File: config.mk
export PLATFORM = sky130hd
export DESIGN_NAME = mux_dram
export DESIGN_NICKNAME = d
export VERILOG_FILES = /design/src/rtl/dram_pkg.sv /design/src/rtl/dram_cell_array.sv /design/src/rtl/dram_row_buffer.sv /design/src/rtl/dram_refresh_timer.sv /design/src/rtl/dram_seq_ctrl.sv /design/src/rtl/mux_dram.sv
export SDC_FILE = /design/constraint.sdc
export NUM_CORES = 1
export LEC_CHECK = 0
export BUFFER_PORTS_ARGS = -buffer_cell sky130_fd_sc_hd__buf_2
export CORE_MARGIN = 3
export CORE_UTILIZATION = 35
export CTS_BUF_LIST = sky130_fd_sc_hd__clkbuf_4 sky130_fd_sc_hd__clkbuf_8
export DETAILED_ROUTE_END_ITERATION = 8
export HOLD_SLACK_MARGIN = 0.08
export SYNTH_ARGS = -nofsm -noshare
export SYNTH_HDL_FRONTEND = slang
export SYNTH_SLANG_ARGS = --single-unit
export TNS_END_PERCENT = 50
File: constraint.sdc
create_clock -name clk -period 2.3 [get_ports clk]
set_input_delay 0.115 -clock clk [delete_from_list [all_inputs] [get_ports clk]]
set_output_delay 0.115 -clock clk [all_outputs]
set_load 0.01 [all_outputs]
File: src/rtl/dram_pkg.sv
package dram_pkg;

   typedef enum logic [2:0] {
      ST_IDLE = 3'd0,
      ST_RAS  = 3'd1,
      ST_CAS  = 3'd2,
      ST_DONE = 3'd3,
      ST_RRAS = 3'd4,
      ST_RWB  = 3'd5
   } ctrl_state_t;

   function automatic int unsigned max2(input int unsigned a, input int unsigned b);
      return (a > b) ? a : b;
   endfunction

endpackage

File: src/rtl/dram_cell_array.sv
module dram_cell_array #(
   parameter int ROWS = 4,
   parameter int COLS = 4,
   parameter int DW   = 8,
   localparam int RA_W  = $clog2(ROWS),
   localparam int ROW_W = COLS * DW
) (
   input  logic             clk,
   input  logic             rst_n,
   input  logic             wr_en,
   input  logic [RA_W-1:0]  row_sel,
   input  logic [ROW_W-1:0] wr_row_data,
   output logic [ROW_W-1:0] rd_row_data
);

   logic [ROW_W-1:0] row_w [ROWS];

   for (genvar r = 0; r < ROWS; r++) begin : g_row
      logic [ROW_W-1:0] cells_q;
      always_ff @(posedge clk or negedge rst_n) begin
         if (!rst_n) begin
            cells_q <= '0;
         end else if (wr_en && (row_sel == RA_W'(r))) begin
            cells_q <= wr_row_data;
         end
      end
      assign row_w[r] = cells_q;
   end

   assign rd_row_data = row_w[row_sel];

   // a row write-back lands in the addressed row
   p_row_writeback_r7: assert property (@(posedge clk) disable iff (!rst_n)
      wr_en |=> (row_w[$past(row_sel)] == $past(wr_row_data)));

endmodule

File: src/rtl/dram_row_buffer.sv
module dram_row_buffer #(
   parameter int COLS = 4,
   parameter int DW   = 8,
   localparam int CA_W  = $clog2(COLS),
   localparam int ROW_W = COLS * DW
) (
   input  logic             clk,
   input  logic             rst_n,
   input  logic             load,
   input  logic [ROW_W-1:0] load_data,
   input  logic             col_wr,
   input  logic [CA_W-1:0]  col_sel,
   input  logic [DW-1:0]    col_wdata,
   output logic [ROW_W-1:0] row_q,
   output logic [DW-1:0]    col_rdata
);

   logic [DW-1:0] col_w [COLS];

   for (genvar c = 0; c < COLS; c++) begin : g_col
      logic [DW-1:0] cell_q;
      always_ff @(posedge clk or negedge rst_n) begin
         if (!rst_n) begin
            cell_q <= '0;
         end else if (load) begin
            cell_q <= load_data[c*DW +: DW];
         end else if (col_wr && (col_sel == CA_W'(c))) begin
            cell_q <= col_wdata;
         end
      end
      assign col_w[c]         = cell_q;
      assign row_q[c*DW +: DW] = cell_q;
   end

   assign col_rdata = col_w[col_sel];

   // a row strobe copies the whole row into the buffer
   p_load_copy_r7: assert property (@(posedge clk) disable iff (!rst_n)
      load |=> (row_q == $past(load_data)));

   // a column write changes only the selected column
   p_col_write_r6: assert property (@(posedge clk) disable iff (!rst_n)
      (col_wr && !load) |=> (col_w[$past(col_sel)] == $past(col_wdata)));

endmodule

File: src/rtl/dram_refresh_timer.sv
module dram_refresh_timer #(
   parameter int ROWS     = 4,
   parameter int INTERVAL = 1600000,
   localparam int RA_W = $clog2(ROWS),
   localparam int CW   = $clog2(INTERVAL)
) (
   input  logic            clk,
   input  logic            rst_n,
   input  logic            grant,
   input  logic            done,
   output logic            pend,
   output logic [RA_W-1:0] rrow
);

   logic [CW-1:0] cnt_q;
   logic          wrap;

   assign wrap = (cnt_q == CW'(INTERVAL - 1));

   always_ff @(posedge clk or negedge rst_n) begin
      if (!rst_n) begin
         cnt_q <= '0;
         pend  <= 1'b0;
         rrow  <= '0;
      end else begin
         cnt_q <= wrap ? '0 : cnt_q + 1'b1;
         if (wrap) begin
            pend <= 1'b1;
         end else if (grant) begin
            pend <= 1'b0;
         end
         if (done) begin
            rrow <= rrow + 1'b1;
         end
      end
   end

   // a raised refresh request waits until it is granted
   p_pend_hold_r8: assert property (@(posedge clk) disable iff (!rst_n)
      (pend && !grant) |=> pend);

   // the row pointer steps by one per completed refresh
   p_row_step_r8: assert property (@(posedge clk) disable iff (!rst_n)
      done |=> (rrow == $past(rrow) + 1'b1));

endmodule

File: src/rtl/dram_seq_ctrl.sv
module dram_seq_ctrl
   import dram_pkg::*;
#(
   parameter int RA_W = 2,
   parameter int CA_W = 2,
   parameter int DW   = 8,
   localparam int AW   = RA_W + CA_W,
   localparam int AB_W = max2(RA_W, CA_W)
) (
   input  logic            clk,
   input  logic            rst_n,
   input  logic            req_valid,
   output logic            req_ready,
   input  logic            req_write,
   input  logic [AW-1:0]   req_addr,
   input  logic [DW-1:0]   req_wdata,
   output logic            rsp_valid,
   output logic [DW-1:0]   rsp_rdata,
   input  logic            rfsh_pend,
   input  logic [RA_W-1:0] rfsh_row,
   output logic            rfsh_grant,
   output logic            rfsh_done,
   output logic            ras,
   output logic            cas,
   output logic [AB_W-1:0] mem_addr,
   output logic            buf_load,
   output logic            buf_col_wr,
   output logic [CA_W-1:0] buf_col_sel,
   output logic [DW-1:0]   buf_wdata,
   input  logic [DW-1:0]   buf_rdata,
   output logic            arr_wr,
   output logic [RA_W-1:0] arr_row
);

   ctrl_state_t     st_q, st_d;
   logic [RA_W-1:0] row_q;
   logic [CA_W-1:0] col_q;
   logic            wr_q;
   logic [DW-1:0]   wd_q;
   logic [DW-1:0]   rd_q;
   logic            accept;

   assign req_ready  = (st_q == ST_IDLE) && !rfsh_pend;
   assign accept     = req_valid && req_ready;
   assign rfsh_grant = (st_q == ST_IDLE) && rfsh_pend;
   assign rfsh_done  = (st_q == ST_RWB);

   assign ras = (st_q == ST_RAS) || (st_q == ST_RRAS);
   assign cas = (st_q == ST_CAS);

   always_comb begin
      unique case (st_q)
         ST_RAS:  mem_addr = AB_W'(row_q);
         ST_RRAS: mem_addr = AB_W'(rfsh_row);
         ST_CAS:  mem_addr = AB_W'(col_q);
         default: mem_addr = '0;
      endcase
   end

   assign arr_row     = ((st_q == ST_RRAS) || (st_q == ST_RWB)) ? rfsh_row : row_q;
   assign buf_load    = ras;
   assign buf_col_wr  = (st_q == ST_CAS) && wr_q;
   assign buf_col_sel = col_q;
   assign buf_wdata   = wd_q;
   assign arr_wr      = ((st_q == ST_DONE) && wr_q) || (st_q == ST_RWB);
   assign rsp_valid   = (st_q == ST_DONE);
   assign rsp_rdata   = rd_q;

   always_comb begin
      st_d = st_q;
      unique case (st_q)
         ST_IDLE: begin
            if (rfsh_grant) st_d = ST_RRAS;
            else if (accept) st_d = ST_RAS;
         end
         ST_RAS:  st_d = ST_CAS;
         ST_CAS:  st_d = ST_DONE;
         ST_DONE: st_d = ST_IDLE;
         ST_RRAS: st_d = ST_RWB;
         ST_RWB:  st_d = ST_IDLE;
         default: st_d = ST_IDLE;
      endcase
   end

   always_ff @(posedge clk or negedge rst_n) begin
      if (!rst_n) begin
         st_q  <= ST_IDLE;
         row_q <= '0;
         col_q <= '0;
         wr_q  <= 1'b0;
         wd_q  <= '0;
         rd_q  <= '0;
      end else begin
         st_q <= st_d;
         if (accept) begin
            row_q <= req_addr[AW-1 -: RA_W];
            col_q <= req_addr[CA_W-1:0];
            wr_q  <= req_write;
            wd_q  <= req_wdata;
         end
         if (st_q == ST_CAS) begin
            rd_q <= buf_rdata;
         end
      end
   end

   // after acceptance the controller is busy
   p_busy_after_accept_r3: assert property (@(posedge clk) disable iff (!rst_n)
      accept |=> !req_ready);

   // row phase follows acceptance with the row on the bus
   p_row_phase_r4: assert property (@(posedge clk) disable iff (!rst_n)
      accept |=> (ras && (mem_addr == AB_W'($past(req_addr[AW-1 -: RA_W])))));

   // column strobe only after a row strobe, never together
   p_cas_after_ras_r4: assert property (@(posedge clk) disable iff (!rst_n)
      cas |-> $past(ras));
   p_strobe_excl_r4: assert property (@(posedge clk) disable iff (!rst_n)
      !(ras && cas));

   // response follows the column strobe and lasts one cycle
   p_rsp_after_cas_r5: assert property (@(posedge clk) disable iff (!rst_n)
      rsp_valid |-> $past(cas));
   p_rsp_pulse_r5: assert property (@(posedge clk) disable iff (!rst_n)
      rsp_valid |=> !rsp_valid);

   // a granted refresh opens its row and keeps the host waiting
   p_refresh_first_r9: assert property (@(posedge clk) disable iff (!rst_n)
      rfsh_grant |=> (ras && !req_ready && (mem_addr == AB_W'($past(rfsh_row)))));
   p_grant_needs_pend_r9: assert property (@(posedge clk) disable iff (!rst_n)
      rfsh_grant |-> !accept);

   // a refresh row strobe is not followed by a column strobe
   p_refresh_no_cas_r8: assert property (@(posedge clk) disable iff (!rst_n)
      rfsh_grant |=> ##1 !cas);

endmodule

File: src/rtl/mux_dram.sv
module mux_dram
   import dram_pkg::*;
#(
   parameter int ROWS           = 4,
   parameter int COLS           = 4,
   parameter int DATA_W         = 8,
   parameter int REFRESH_CYCLES = 1600000,
   localparam int RA_W  = $clog2(ROWS),
   localparam int CA_W  = $clog2(COLS),
   localparam int AW    = RA_W + CA_W,
   localparam int AB_W  = max2(RA_W, CA_W),
   localparam int ROW_W = COLS * DATA_W
) (
   input  logic              clk,
   input  logic              rst_n,
   input  logic              req_valid,
   output logic              req_ready,
   input  logic              req_write,
   input  logic [AW-1:0]     req_addr,
   input  logic [DATA_W-1:0] req_wdata,
   output logic              rsp_valid,
   output logic [DATA_W-1:0] rsp_rdata,
   output logic [AB_W-1:0]   dram_addr,
   output logic              dram_ras,
   output logic              dram_cas
);

   if (ROWS < 2 || (ROWS & (ROWS - 1)) != 0) begin : g_bad_rows
      $error("ROWS must be a power of two of at least 2");
   end
   if (COLS < 2 || (COLS & (COLS - 1)) != 0) begin : g_bad_cols
      $error("COLS must be a power of two of at least 2");
   end
   if (DATA_W < 1) begin : g_bad_dw
      $error("DATA_W must be positive");
   end
   if (REFRESH_CYCLES < 8) begin : g_bad_ref
      $error("REFRESH_CYCLES must be at least 8");
   end

   logic              rfsh_pend, rfsh_grant, rfsh_done;
   logic [RA_W-1:0]   rfsh_row;
   logic              buf_load, buf_col_wr;
   logic [CA_W-1:0]   buf_col_sel;
   logic [DATA_W-1:0] buf_wdata, buf_rdata;
   logic [ROW_W-1:0]  buf_row, arr_rd;
   logic              arr_wr;
   logic [RA_W-1:0]   arr_row;

   dram_seq_ctrl #(.RA_W(RA_W), .CA_W(CA_W), .DW(DATA_W)) u_ctrl (
      .clk         (clk),
      .rst_n       (rst_n),
      .req_valid   (req_valid),
      .req_ready   (req_ready),
      .req_write   (req_write),
      .req_addr    (req_addr),
      .req_wdata   (req_wdata),
      .rsp_valid   (rsp_valid),
      .rsp_rdata   (rsp_rdata),
      .rfsh_pend   (rfsh_pend),
      .rfsh_row    (rfsh_row),
      .rfsh_grant  (rfsh_grant),
      .rfsh_done   (rfsh_done),
      .ras         (dram_ras),
      .cas         (dram_cas),
      .mem_addr    (dram_addr),
      .buf_load    (buf_load),
      .buf_col_wr  (buf_col_wr),
      .buf_col_sel (buf_col_sel),
      .buf_wdata   (buf_wdata),
      .buf_rdata   (buf_rdata),
      .arr_wr      (arr_wr),
      .arr_row     (arr_row)
   );

   dram_refresh_timer #(.ROWS(ROWS), .INTERVAL(REFRESH_CYCLES)) u_rfsh (
      .clk   (clk),
      .rst_n (rst_n),
      .grant (rfsh_grant),
      .done  (rfsh_done),
      .pend  (rfsh_pend),
      .rrow  (rfsh_row)
   );

   dram_row_buffer #(.COLS(COLS), .DW(DATA_W)) u_rbuf (
      .clk       (clk),
      .rst_n     (rst_n),
      .load      (buf_load),
      .load_data (arr_rd),
      .col_wr    (buf_col_wr),
      .col_sel   (buf_col_sel),
      .col_wdata (buf_wdata),
      .row_q     (buf_row),
      .col_rdata (buf_rdata)
   );

   dram_cell_array #(.ROWS(ROWS), .COLS(COLS), .DW(DATA_W)) u_arr (
      .clk         (clk),
      .rst_n       (rst_n),
      .wr_en       (arr_wr),
      .row_sel     (arr_row),
      .wr_row_data (buf_row),
      .rd_row_data (arr_rd)
   );

   // a refresh write-back rewrites exactly what the row strobe read
   p_refresh_keeps_r10: assert property (@(posedge clk) disable iff (!rst_n)
      rfsh_done |-> (buf_row == arr_rd));

endmodule

Yosys cells after proc, flatten, opt, wreduce, memory -nomap -nowiden:

Index checks and enable logic that the tools add are counted.

* register bits after elaboration: 208
* input bits: 16
* word-level logic and storage cells: 83
* output and inout bits: 14

* $add $sub $neg: 2
* reduce and logical (&&, ||, !) cells: 25
* bitwise logic cells: 2
* eq/ne operators: 13
* $lt $le $gt $ge: 2
* multiplexer cells: 22

Operators with widths (number)
* 2-to-1 mux 8 bit: 10
* binary-select mux 32 bit (select 2 bit): 1
* 2-to-1 mux 32 bit: 2
* adder 21 x 1 -> 21 bit (second input constant): 1
* == test 21 bit (second input constant): 1
* 2-to-1 mux 21 bit: 1
* binary-select mux 8 bit (select 2 bit): 1
* logical AND 1 bit: 13
* case mux 3 bit (4 select lines): 1
* nonzero test 2 bit: 5
* == test 2 bit (second input constant): 4
* == test 3 x 2 -> 1 bit (second input constant): 2
* == test 3 bit (second input constant): 2
* >= comparator 3 bit (second input constant): 2
* 2-to-1 mux 3 bit: 2
* NOT 2 -> 3 bit: 2
* case mux 2 bit (3 select lines): 1
* == test 2 x 1 -> 1 bit (second input constant): 2
* zero test 2 bit: 2
* == test 3 x 1 -> 1 bit (second input constant): 1
* zero test 3 bit: 1
* logical OR 1 bit: 3
* inequality test 3 x 2 -> 1 bit (second input constant): 1
* adder 2 x 1 -> 2 bit (second input constant): 1
* other kinds (3): 4

Depth between registers and ports, before layout:

Gate-level depths: netlist (run 1).

* word-level depth: 8
* mapped depth: 8
* depth with buffers taken out: 5

Hierarchy:

A second synthesis (run 1) with hierarchy kept.

* cells, all modules: 651
* area, all modules: 9557.9 sq um

Modules (own cells, without submodules)
* dram_cell_array: area each 5544.1 sq um, times used 1, sequential area each 3203.1 sq um, cells each 312
* dram_row_buffer: area each 1766.7 sq um, times used 1, sequential area each 800.8 sq um, cells each 158
* dram_refresh_timer: area each 1127.3 sq um, times used 1, sequential area each 600.6 sq um, cells each 102
* dram_seq_ctrl: area each 1119.8 sq um, times used 1, sequential area each 600.6 sq um, cells each 79

Worst setup path before layout (run 1):

OpenSTA, ideal clock, no wires.

* path kind: register to register
* start: register u_ctrl.st_q[0]
* end: register u_ctrl.col_q[0] (netlist: u_ctrl.buf_col_sel[0])
* library setup time: 128 ps
* path slack: 422 ps
* arrival: 1750 ps
* stages on the path, launching flop included: 8
* data required time: 2172 ps
* clock period less this slack: 1878 ps
* path buffers: 3
* cells stage by stage: dfrtp_1 -> buf_2 -> or2_1 -> clkbuf_1 -> nor3_2 -> nand2_1 -> buf_2 -> mux2_1

* longest elaborated chain between the ends: 3

RTL lines
* start, declared: line dram_seq_ctrl.sv:35 `ctrl_state_t st_q, st_d;`
* start signal, assigned: line dram_seq_ctrl.sv:94 `st_q <= st_d;`
* zero test 3 bit: line dram_seq_ctrl.sv:43 `assign req_ready = (st_q == ST_IDLE) && !rfsh_pend;`
* logical AND 1 bit: line dram_seq_ctrl.sv:43
* named net req_ready: line mux_dram.sv:17 `output logic req_ready,`
* logical AND 1 bit: line dram_seq_ctrl.sv:44 `assign accept = req_valid && req_ready;`
* end signal, assigned: line dram_seq_ctrl.sv:97 `col_q <= req_addr[CA_W-1:0];`
* end, declared: line dram_seq_ctrl.sv:37 `logic [CA_W-1:0] col_q;`

The timed path passes the listed nets, and every way through them passes these cells.
A chain may end at the register's enable or synchronous reset.

Worst setup path in the final report (run 1):

* start: register u_ctrl.st_q[1]
* end: output port dram_addr[0]

* longest elaborated chain between the ends: 2
* elaborated cells on any way between the ends: 4
* those cells by class: eq/ne (3); mux (1)

RTL lines
* == test 3 x 2 -> 1 bit (tied with other cells): line dram_seq_ctrl.sv:52 `unique case (st_q)`
* case mux 2 bit (3 select lines) (*): line dram_seq_ctrl.sv:52
* end, declared: line mux_dram.sv:23 `output logic [AB_W-1:0] dram_addr,`

Every way passes the cells marked *; elsewhere a longest branch is shown, timed or not.

==> flow_summary.toml, run 1 <==
[route]
wl_per_cell_um = 18.78
wl_met3_mm = 1.226
via_per_inst = 5.307
wl_met2_mm = 11.01
ant_nets = 0
via_count = 6862
routed_wl_mm = 24.28
highest_layer = "met4"
dr.first_iter.drc_count = 464
route.detailed.drc = 0
met1_length_mm = 11.57
drt_pass1_iterations = 5

[critical_path]
cp_data_required_time_ps = 2180
cp_slowest_cell = "dfrtp_2"
r2r-start = "u_ctrl.st_q[1]"
crit_arrival_ps = 2060
endpoint_kind = "primary output"
path_common_cell = "buf_4"
path_class = "register to primary output"
crit_family = "buffers and inverters"
crit_start = "u_ctrl.st_q[1]"
critPathMaxStageDelay_ps = 460
crit_fanout = 10
path_buf_inv = 3
startpoint_type = "register"
path_cells = "buf_4, nor2b_1, buf_4, a22oi_1, o22ai_1, buf_2"

[grt]
grt_overflow = 0
first_global_vias = 7029
grtUsageTotal_pct = 15.95
antenna_found_initial = 0
grt_pass1_wl_mm = 39.49
grt_max_degree = 66

[synthesis]
yosys_warnings = 0
synth_area_um2 = 10040
netlist_instances = 815
syn_area_per_cell_um2 = 12.32
yosys_register_bits = 208
ys_types = 53
async_flop_share_pct = 100.0
synthesis.nets = 832
synth_edf_count = 0
ys.flop_type = "dfrtp_1"
yosysSeqAreaShare_pct = 51.84

[layout]
regArea_um2 = 5206
antenna_cells = 0
drive_gt1_share_pct = 30.16
fill_cells = 2707
multiInputGateArea_um2 = 4483
fin_area_um2 = 11840
final_cells = 1293
nets = 905
area_growth_pct = 17.97

[floorplanning]
initial_core_util_pct = 35.84
dieArea_um2 = 30750
rows = 61
core_um2 = 28010
die_w_um = 175.4
die_y_um = 175.4
ioPinCount = 30

[timing]
fin_setup_tns_ps = 0
relSlewSlack_pct = 51.64
worst_pin_slew_ps = 718.8
max_freq_mhz = 460.4
hold_viol_final = 0
skew_ps = 16.13
finalCritPeriodShare_pct = 94.44
final_max_slew_viol_count = 0
fin_hold_ws_ps = 96.05
period_needed_ps = 2172
setup_violations = 0
rsz0062_at_grt = "no"

[clock_network]
tritoncts = "done"
post_cts_buffers = 0
cts_buffer_depth = 3
h-tree-depth = 2
clk_pin_slew_ps = 60
clockRootBuffer = "clkbuf_8"
clock-sinks = 208
cts_buffers = 38
insertion_delay_ps = 520

[worst_hold_path]
min_path_type = "primary input to async pin"

[pwr]
peakVddDrop_uv = 698.9
power_w = 0.01581
power.leakage_nw = 5.241
p_per_area_nw_per_um2 = 1335

[place]
post_dp_cell_area_um2 = 10870
port_buffers = 29
gp_congestion = 0.7788
hpwl_mm = 15.54
dp_cells = 1211

[outcome]
outcome = "finished, final reports clean"

[flow_run]
cap_violations = 0
## worst register-to-register path, stage by stage, from the launching register on
cell	delay, ps
dfrtp_2	440
buf_4	170
nor4bb_1	370
nand2_1	320
buf_12	250
mux2i_1	120
a222oi_1	220
## power breakdown
part / switching (W) / total (W) / internal, W
registers: 0.00145 / 0.00668 / 0.00524
clock network: 0.00155 / 0.00373 / 0.00218
logic: 0.00258 / 0.00539 / 0.00282
total: 0.00557 / 0.0158 / 0.0102
## timing repair
action	in CTS	in global routing
setup endpoints to repair	1	1
endpoints found under the hold margin	222	0
pin swaps	0	0
gates cloned	0	0
hold buffers	15	0
gates resized for setup	1	1
## layout by cell type (no fill, tap or decap), types with 5 or more instances in the layout
master	count
o211ai_1	8
a2111oi_0	12
clkinv_2	6
nand2b_1	33
inv_1	20
o21ai_0	13
nand3_1	12
clkbuf_8	54
nand2_1	52
dfrtp_1	207
a21oi_1	41
nor2_1	14
nand4_1	7
xor2_1	6
clkbuf_4	9
buf_2	28
mux2_1	40
buf_4	34
a41oi_1	8
a211oi_1	26
mux2_2	109
mux2i_1	58
a222oi_1	16
buf_12	11
nor2b_1	5
dlygate4sd3_1	15
mux4_2	8
xnor2_1	13
## flip-flops by register name (all words and copies together), names as in the netlist
| register | count |
|---|---|
| u_arr.g_row.cells_q | 128 |
| u_ctrl.buf_col_sel | 2 |
| u_ctrl.buf_wdata | 8 |
| u_ctrl.row_q | 2 |
| u_ctrl.rsp_rdata | 8 |
| u_ctrl.st_q | 3 |
| u_ctrl.wr_q | 1 |
| u_rbuf.g_col.cell_q | 32 |
| u_rfsh.cnt_q | 21 |
| u_rfsh.pend | 1 |
| u_rfsh.rrow | 2 |
## metal layers
metal  vias up  track usage, %
li1       3165               -
met1      3497           22.84
met2       155           24.63
met3        45           3.286
met4         0           4.388
met5         -               0
## through the flow
stage | setup slack, ps | util [%]
after floorplan | 422.3 | -
after global placement | 277.8 | 38.80
after detailed placement | 235.9 | 38.80
after CTS | 78.15 | 42.28
after global routing | 11.78 | 42.28
final | 127.8 | 42.28
## layout make-up
| class | count | area share, % |
|---|---|---|
| multi-input combinational | 530 | 37.85 |
| clock buffer | 62 | 6.729 |
| tap | 378 | 3.993 |
| inverter | 21 | 0.6761 |
| clock inverter | 5 | 0.2113 |
| sequential | 208 | 43.96 |
| timing repair buffer | 89 | 6.581 |
## worst paths after layout
check                                             end  slack (ps)  cells past startpoint
max in group asynchronous  u_arr.g_row[3].cells_q[28]        1480                      3
min in group clk                  u_ctrl.buf_wdata[1]         340                      3
max                                      dram_addr[0]         130                      6
min reg2reg                          u_rfsh.cnt_q[20]         470                      1
min                         u_rbuf.g_col[0].cell_q[1]         100                      2
max reg2reg                 u_rbuf.g_col[0].cell_q[2]         280                      6
## cell usage after synthesis (13+ instances only)
cell	n	area share, %
a21oi_1	41	2.0
nand2b_1	33	2.1
buf_2	16	0.80
a211oi_1	26	1.9
a222oi_1	16	1.6
dfrtp_1	208	52
mux2_2	109	12
nor2_1	15	0.56
o21ai_0	13	0.65
inv_1	20	0.75
clkbuf_1	24	0.90
mux2i_1	58	5.8
xnor2_1	13	1.1
nand2_1	53	2.0
mux2_1	40	4.5
## cells by family after synthesis
logic type / synth area share, %
DFF: 51.84
muxes: 24.29
adders and majority gates: 0.1246
buffers and inverters: 3.714
xor gates and xnor gates: 1.658
AOI/OAI and AO/OA: 10.14
and+or+nand+nor: 8.226
No activity file was read; power rests on OpenSTA's default activity.
==> run 2: changes to the inputs <==
--- a/config.mk
+++ b/config.mk
@@ -6,11 +6,14 @@
 export NUM_CORES = 1
 export LEC_CHECK = 0
 export BUFFER_PORTS_ARGS = -buffer_cell sky130_fd_sc_hd__buf_2
+export CELL_PAD_IN_SITES_DETAIL_PLACEMENT = 1
+export CELL_PAD_IN_SITES_GLOBAL_PLACEMENT = 2
 export CORE_MARGIN = 3
-export CORE_UTILIZATION = 35
+export CORE_UTILIZATION = 45
 export CTS_BUF_LIST = sky130_fd_sc_hd__clkbuf_4 sky130_fd_sc_hd__clkbuf_8
 export DETAILED_ROUTE_END_ITERATION = 8
 export HOLD_SLACK_MARGIN = 0.08
+export PLACE_DENSITY_LB_ADDON = 0.1
 export SYNTH_ARGS = -nofsm -noshare
 export SYNTH_HDL_FRONTEND = slang
 export SYNTH_SLANG_ARGS = --single-unit
==> run 2 against run 1 <==
Compared with the run above: routed wire length grew 16%; die area fell by 22%; clock-buffer cell count shrank 7; worst hold slack improved by 51 ps; non-clock buffer count decreased by 5; critical path type unchanged.
==> flow_summary.toml, run 2 (synthesis gave the netlist of run 1 again) <==
[critical_path]
crit_start = "u_ctrl.st_q[0]"
endpoint_kind = "primary output"
ff2ff_setup_slack_ps = 220
cp_data_required_time_ps = 2180
startpoint_type = "register"
rr_worst_depth = 5
crit_arrival_ps = 2010
crit_fanout = 11
r2r-start = "u_ctrl.st_q[0]"
crit_path_end = "dram_addr[1]"
rr_endpoint = "u_rbuf.g_col[3].cell_q[3]"
path_class = "register to primary output"

[grt]
grt_overflow = 0
grt_max_degree = 72
antenna_found_initial = 0
grtUsageTotal_pct = 24.12
first_global_vias = 7974
grt_pass1_wl_mm = 45.59

[place]
post_dp_cell_area_um2 = 10660
dpl_worst_slack_ps = 137.6
gp_congestion = 0.8031
port_buffers = 29
hpwl_mm = 17.83

[route]
routed_wl_mm = 28.25
wl_met2_mm = 13.83
met1_length_mm = 12.63
wl_met3_mm = 1.167
dr.first_iter.drc_count = 418
via_per_inst = 6.016
ant_nets = 0
drt_pass1_iterations = 5
via_count = 7117
wl_per_cell_um = 23.88
route.detailed.drc = 0
highest_layer = "met4"

[floorplanning]
core_um2 = 21890
die_y_um = 155.4
dieArea_um2 = 24140
rows = 54
ioPinCount = 30
initial_core_util_pct = 45.86
die_w_um = 155.4

[pwr]
pwr-share-clk_pct = 21.9
switchingPower_w = 0.005794
p_per_area_nw_per_um2 = 1363
power.leakage_nw = 5.145
internal-power_w = 0.009955
seq_power_share_pct = 43.3
pwr-share-comb_pct = 34.7
peakVddDrop_uv = 564.0
swShare_pct = 36.79

[clock_network]
clockRootBuffer = "clkbuf_8"
cts_buffers = 39
cts_buffer_depth = 3
insertion_delay_ps = 530
tritoncts = "done"
post_cts_buffers = 0
clk_pin_slew_ps = 60
h-tree-depth = 2
clock-sinks = 208

[outcome]
outcome = "finished, final reports clean"

[layout]
largest_reg_flops = 128
layout_commonest_cell = "dfrtp_1"
mostFrequentLayoutCells = "dfrtp_1, mux2_2, mux2i_1"
area_growth_pct = 15.09
top_regs = "u_arr.g_row.cells_q (128), u_rbuf.g_col.cell_q (32), u_rfsh.cnt_q (21)"
top_register = "u_arr.g_row.cells_q"
antenna_cells = 0
nets = 901
drive_gt1_share_pct = 29.46
fin_area_um2 = 11550
fill_cells = 2252

[timing]
hold_viol_final = 0
period_needed_ps = 2121
relSlewSlack_pct = 52.14
max_freq_mhz = 471.5
finalCritPeriodShare_pct = 92.22
rsz0062_at_grt = "no"
timing.final.ws_setup_ps = 179.0
final_max_slew_viol_count = 0
setup_violations = 0
fin_setup_tns_ps = 0
skew_ps = 22.92
worst_pin_slew_ps = 699.9

[worst_hold_path]
min_path_type = "primary input to async pin"

[flow_run]
cap_violations = 0
run 2: changes by cell type in the layout (fill, tap and decap cells not counted), sizes merged:
cell	change
clkbuf	-7
clkinv	-3
clkinvlp	+2
inv	+1
buf	-5
run 2: worst min-delay path by stage:
stage,cells after the start,end,slack (ps)
2_1_floorplan,0,u_arr.g_row[0].cells_q[0],-180
3_3_place_gp,1,u_arr.g_row[3].cells_q[21],160
3_5_place_dp,1,u_arr.g_row[3].cells_q[21],180
4_1_cts,2,u_ctrl.rsp_rdata[7],180
5_1_grt,2,u_arr.g_row[3].cells_q[21],230
6_report,2,u_arr.g_row[3].cells_q[21],150
run 2: cell type report:
type | count | area (um2) | area share (%)
flip-flops and latches | 208 | 5207 | 45.07
multi-input cells | 530 | 4491 | 38.86
clock buffers | 55 | 700.7 | 6.064
repair buffers | 84 | 691.9 | 5.988
well taps | 280 | 350.3 | 3.032
inverters | 21 | 80.08 | 0.6930
clock inverters | 5 | 33.78 | 0.2924
run 2: power by group through the flow:
stage / logic (W) / registers [W] / clock network, W
floorplan: 0.00405 / 0.00613 / 0
global placement: 0.00523 / 0.00670 / 0
detailed placement: 0.00548 / 0.00685 / 0
CTS: 0.00552 / 0.00679 / 0.00356
global route: 0.00603 / 0.00704 / 0.00376
finish: 0.00547 / 0.00682 / 0.00346
run 2: what timing repair did:
item,4_1_cts,5_1_grt
resized for setup,1,4
hold buffers,15,0
hold endpoints to repair,82,0
endpoints found under the setup margin,1,6
run 2: stage by stage:
step | utilization (%) | cells | hold slack [ps] | power (W)
CTS | 52.74 | 1183 | 179.6 | 0.01588
floorplan | - | 815 | -180.6 | 0.01018
finish | 52.78 | 1183 | 146.8 | 0.01575
global route | 52.78 | 1183 | 227.5 | 0.01683
detailed placement | 48.69 | 1108 | 179.8 | 0.01232
global placement | 48.69 | 1108 | 163.1 | 0.01193
run 2: metal layers:
metal  vias to the layer above  GRT usage (%)
met5                         -              0
met4                         0          6.378
met3                        56          3.533
met2                       175          40.49
met1                      3750          32.97
li1                       3136              -
run 2: worst max-delay path, cell delays in order, from the launching register on:
cell and delay, ps:
dfrtp_1 590, nor2b_1 250, buf_4 150, a22oi_1 90
o22ai_1 230, buf_2 180
==> run 3: changes to the inputs <==
--- a/config.mk
+++ b/config.mk
@@ -9,12 +9,14 @@
 export CELL_PAD_IN_SITES_DETAIL_PLACEMENT = 1
 export CELL_PAD_IN_SITES_GLOBAL_PLACEMENT = 2
 export CORE_MARGIN = 3
-export CORE_UTILIZATION = 45
+export CORE_UTILIZATION = 47
 export CTS_BUF_LIST = sky130_fd_sc_hd__clkbuf_4 sky130_fd_sc_hd__clkbuf_8
+export CTS_CLUSTER_SIZE = 12
 export DETAILED_ROUTE_END_ITERATION = 8
 export HOLD_SLACK_MARGIN = 0.08
 export PLACE_DENSITY_LB_ADDON = 0.1
 export SYNTH_ARGS = -nofsm -noshare
 export SYNTH_HDL_FRONTEND = slang
+export SYNTH_HIERARCHICAL = 1
 export SYNTH_SLANG_ARGS = --single-unit
 export TNS_END_PERCENT = 50
==> run 3 against run 2 <==
Compared with the run above: cell count down 13%; sequential power down 11%; design area down 3.5%; setup slack worse by 79 ps; synthesized cell count down 20%; worst hold slack better by 6.6 ps; non-clock buffer count down 1; area after synthesis down 4.8%; global-route usage down 2.6 points; largest cell class unchanged; critical path type is now register to register; sequential share of layout area up 1.6 points; total power down 3.3%; critical endpoint is now u_arr/g_row[0].cells_q[15]; utilization up 3.8 points.
==> flow_summary.toml, run 3 <==
[synthesis]
ys_types = 46
synth_edf_count = 0
synth_top_area_cell = "dfrtp_1"
async_flop_share_pct = 100.0
ys.flop_type = "dfrtp_1"
synth_top_area_share_pct = 54.46
synth_common_cells = "dfrtp_1, mux2_2, nand2_1"
netlist_instances = 651
yosys_register_bits = 208
syn_area_per_cell_um2 = 14.68
yosys-top-cells-area = "dfrtp_1, mux2_2, mux4_2, nand2_1, mux2_4"
synthesis.nets = 668
post-synth-top-count-cell = "dfrtp_1"
yosys_warnings = 6
yosysSeqAreaShare_pct = 54.46
synth_area_um2 = 9558

[route]
via_count = 5718
dr.first_iter.drc_count = 232
route.detailed.drc = 0
wl_per_cell_um = 22.22
via_per_inst = 5.551
ant_nets = 0
routed_wl_mm = 22.89
drt_pass1_iterations = 4

[floorplanning]
core_um2 = 19720
die_y_um = 148.6
ioPinCount = 30
die_w_um = 148.6
rows = 51
initial_core_util_pct = 48.47
dieArea_um2 = 22080

[critical_path]
critPathMaxStageDelay_ps = 370
crit_arrival_ps = 2600
cp_slowest_cell = "mux2_2"
path_class = "register to register"
crit_fanout = 24
cp_data_required_time_ps = 2700
endpoint_kind = "register"
path_cells = "buf_4, nor3b_1, a21o_1, nor3b_4, buf_12, mux2_2"
startpoint_type = "register"

[timing]
rsz0062_at_grt = "no"
skew_ps = 13.37
hold_viol_final = 0
finalCritPeriodShare_pct = 95.67
timing.final.ws_setup_ps = 99.67
fin_setup_tns_ps = 0
setup_violations = 0
period_needed_ps = 2200
max_freq_mhz = 454.5
worst_pin_slew_ps = 680.8
relSlewSlack_pct = 54.62
final_max_slew_viol_count = 0

[place]
gp_congestion = 0.7565
dpl_worst_slack_ps = 95.95
hpwl_mm = 14.69
port_buffers = 29
dp_cells = 949

[grt]
grt_max_degree = 65
first_global_vias = 6408
antenna_found_initial = 0
grtUsageTotal_pct = 21.50
grt_pass1_wl_mm = 36.92
grt_overflow = 0

[layout]
final_util_pct = 56.55
area_growth_pct = 16.65
final_cells = 1030
drive_gt1_share_pct = 46.93
mostFrequentLayoutCells = "dfrtp_1, mux2_2, nand2_1"
antenna_cells = 0
layout_commonest_cell = "dfrtp_1"
largest_reg_flops = 128
top_register = "u_arr/g_row.cells_q"
nets = 755
top_regs = "u_arr/g_row.cells_q (128), u_rbuf/g_col.cell_q (32), u_rfsh/cnt_q (21)"

[clock_network]
cts_buffer_depth = 3
clk_pin_slew_ps = 60
h-tree-depth = 2
insertion_delay_ps = 530
clockRootBuffer = "clkbuf_8"
tritoncts = "done"
clock-sinks = 208
cts_buffers = 37

[flow_run]
cap_violations = 0

[pwr]
power.leakage_nw = 5.283
power_w = 0.01522
peakVddDrop_uv = 664.9
p_per_area_nw_per_um2 = 1366

[worst_hold_path]
min_path_type = "primary input to async pin"

[outcome]
outcome = "finished, final reports clean"
==> run 3: repair_timing <==
action                                 CTS  global route
hold buffers                            15             0
setup endpoints to repair                0             3
endpoints found under the hold margin  216             0
resized for setup                        0             1
setup buffers                            0             0
==> run 3: worst paths after layout <==
kind	start	endpoint	slack, ps	cells past startpoint
max	u_ctrl/st_q[1]	u_arr/g_row[0].cells_q[15]	100	6
min	rst_n	u_arr/g_row[0].cells_q[14]	150	2
max reg2reg	u_ctrl/st_q[1]	u_arr/g_row[0].cells_q[15]	100	6
min reg2reg	u_arr/g_row[0].cells_q[25]	u_arr/g_row[0].cells_q[25]	490	1
max in group asynchronous	rst_n	u_arr/g_row[2].cells_q[25]	1380	3
min in group clk	req_wdata[3]	u_ctrl/buf_wdata[3]	370	3
==> run 3: logic make-up after synthesis <==
kind of cell,Yosys count,synth area share (%)
AND/OR/NAND/NOR,134,7.593
adder cells (fa/ha/maj),1,0.1309
AO/OA/AOI/OAI,32,2.788
multiplexers,215,30.51
XOR/XNOR,20,1.833
buffers and inverters,41,2.683
flip-flops,208,54.46
==> run 3: final cells by class <==
cell class                 instances  area (um2)
sequential                       208        5205
tap                              265       331.6
multi-input combinational        402        4101
fill                            1862        8568
inverter                           6       22.52
timing repair buffer              83       725.7
clock buffer                      59       693.2
clock inverter                     7       70.07
==> run 3: metal layers <==
metal	global-route usage (%)	routed length, um	vias to the layer above
li1	-	-	2542
met1	29.68	10190	3066
met2	35.96	11560	78
met3	3.291	764	32
met4	5.635	373	0
met5	0	0	-
==> run 3: worst max-delay path: cells and delay by family, from the launching register on <==
family | cells | cell delay, ps
DFF | 1 | 340
and+or+nand+nor | 2 | 600
buffers and inverters | 2 | 440
muxes | 1 | 370
AOI/OAI and AO/OA | 1 | 310
==> run 3: metrics by stage <==
step | instance area, um2 | hold WS, ps
2_1_floorplan | 9570 | -180.6
3_3_place_gp | 10230 | 136.2
3_5_place_dp | 10230 | 143.3
4_1_cts | 11150 | 151.6
5_1_grt | 11150 | 191.4
6_report | 11150 | 153.4
==> run 3: report_power, final <==
part | switching [W] | internal [W]
Clock | 0.00149 | 0.00203
Combinational | 0.00251 | 0.00315
Sequential | 0.00103 | 0.00502
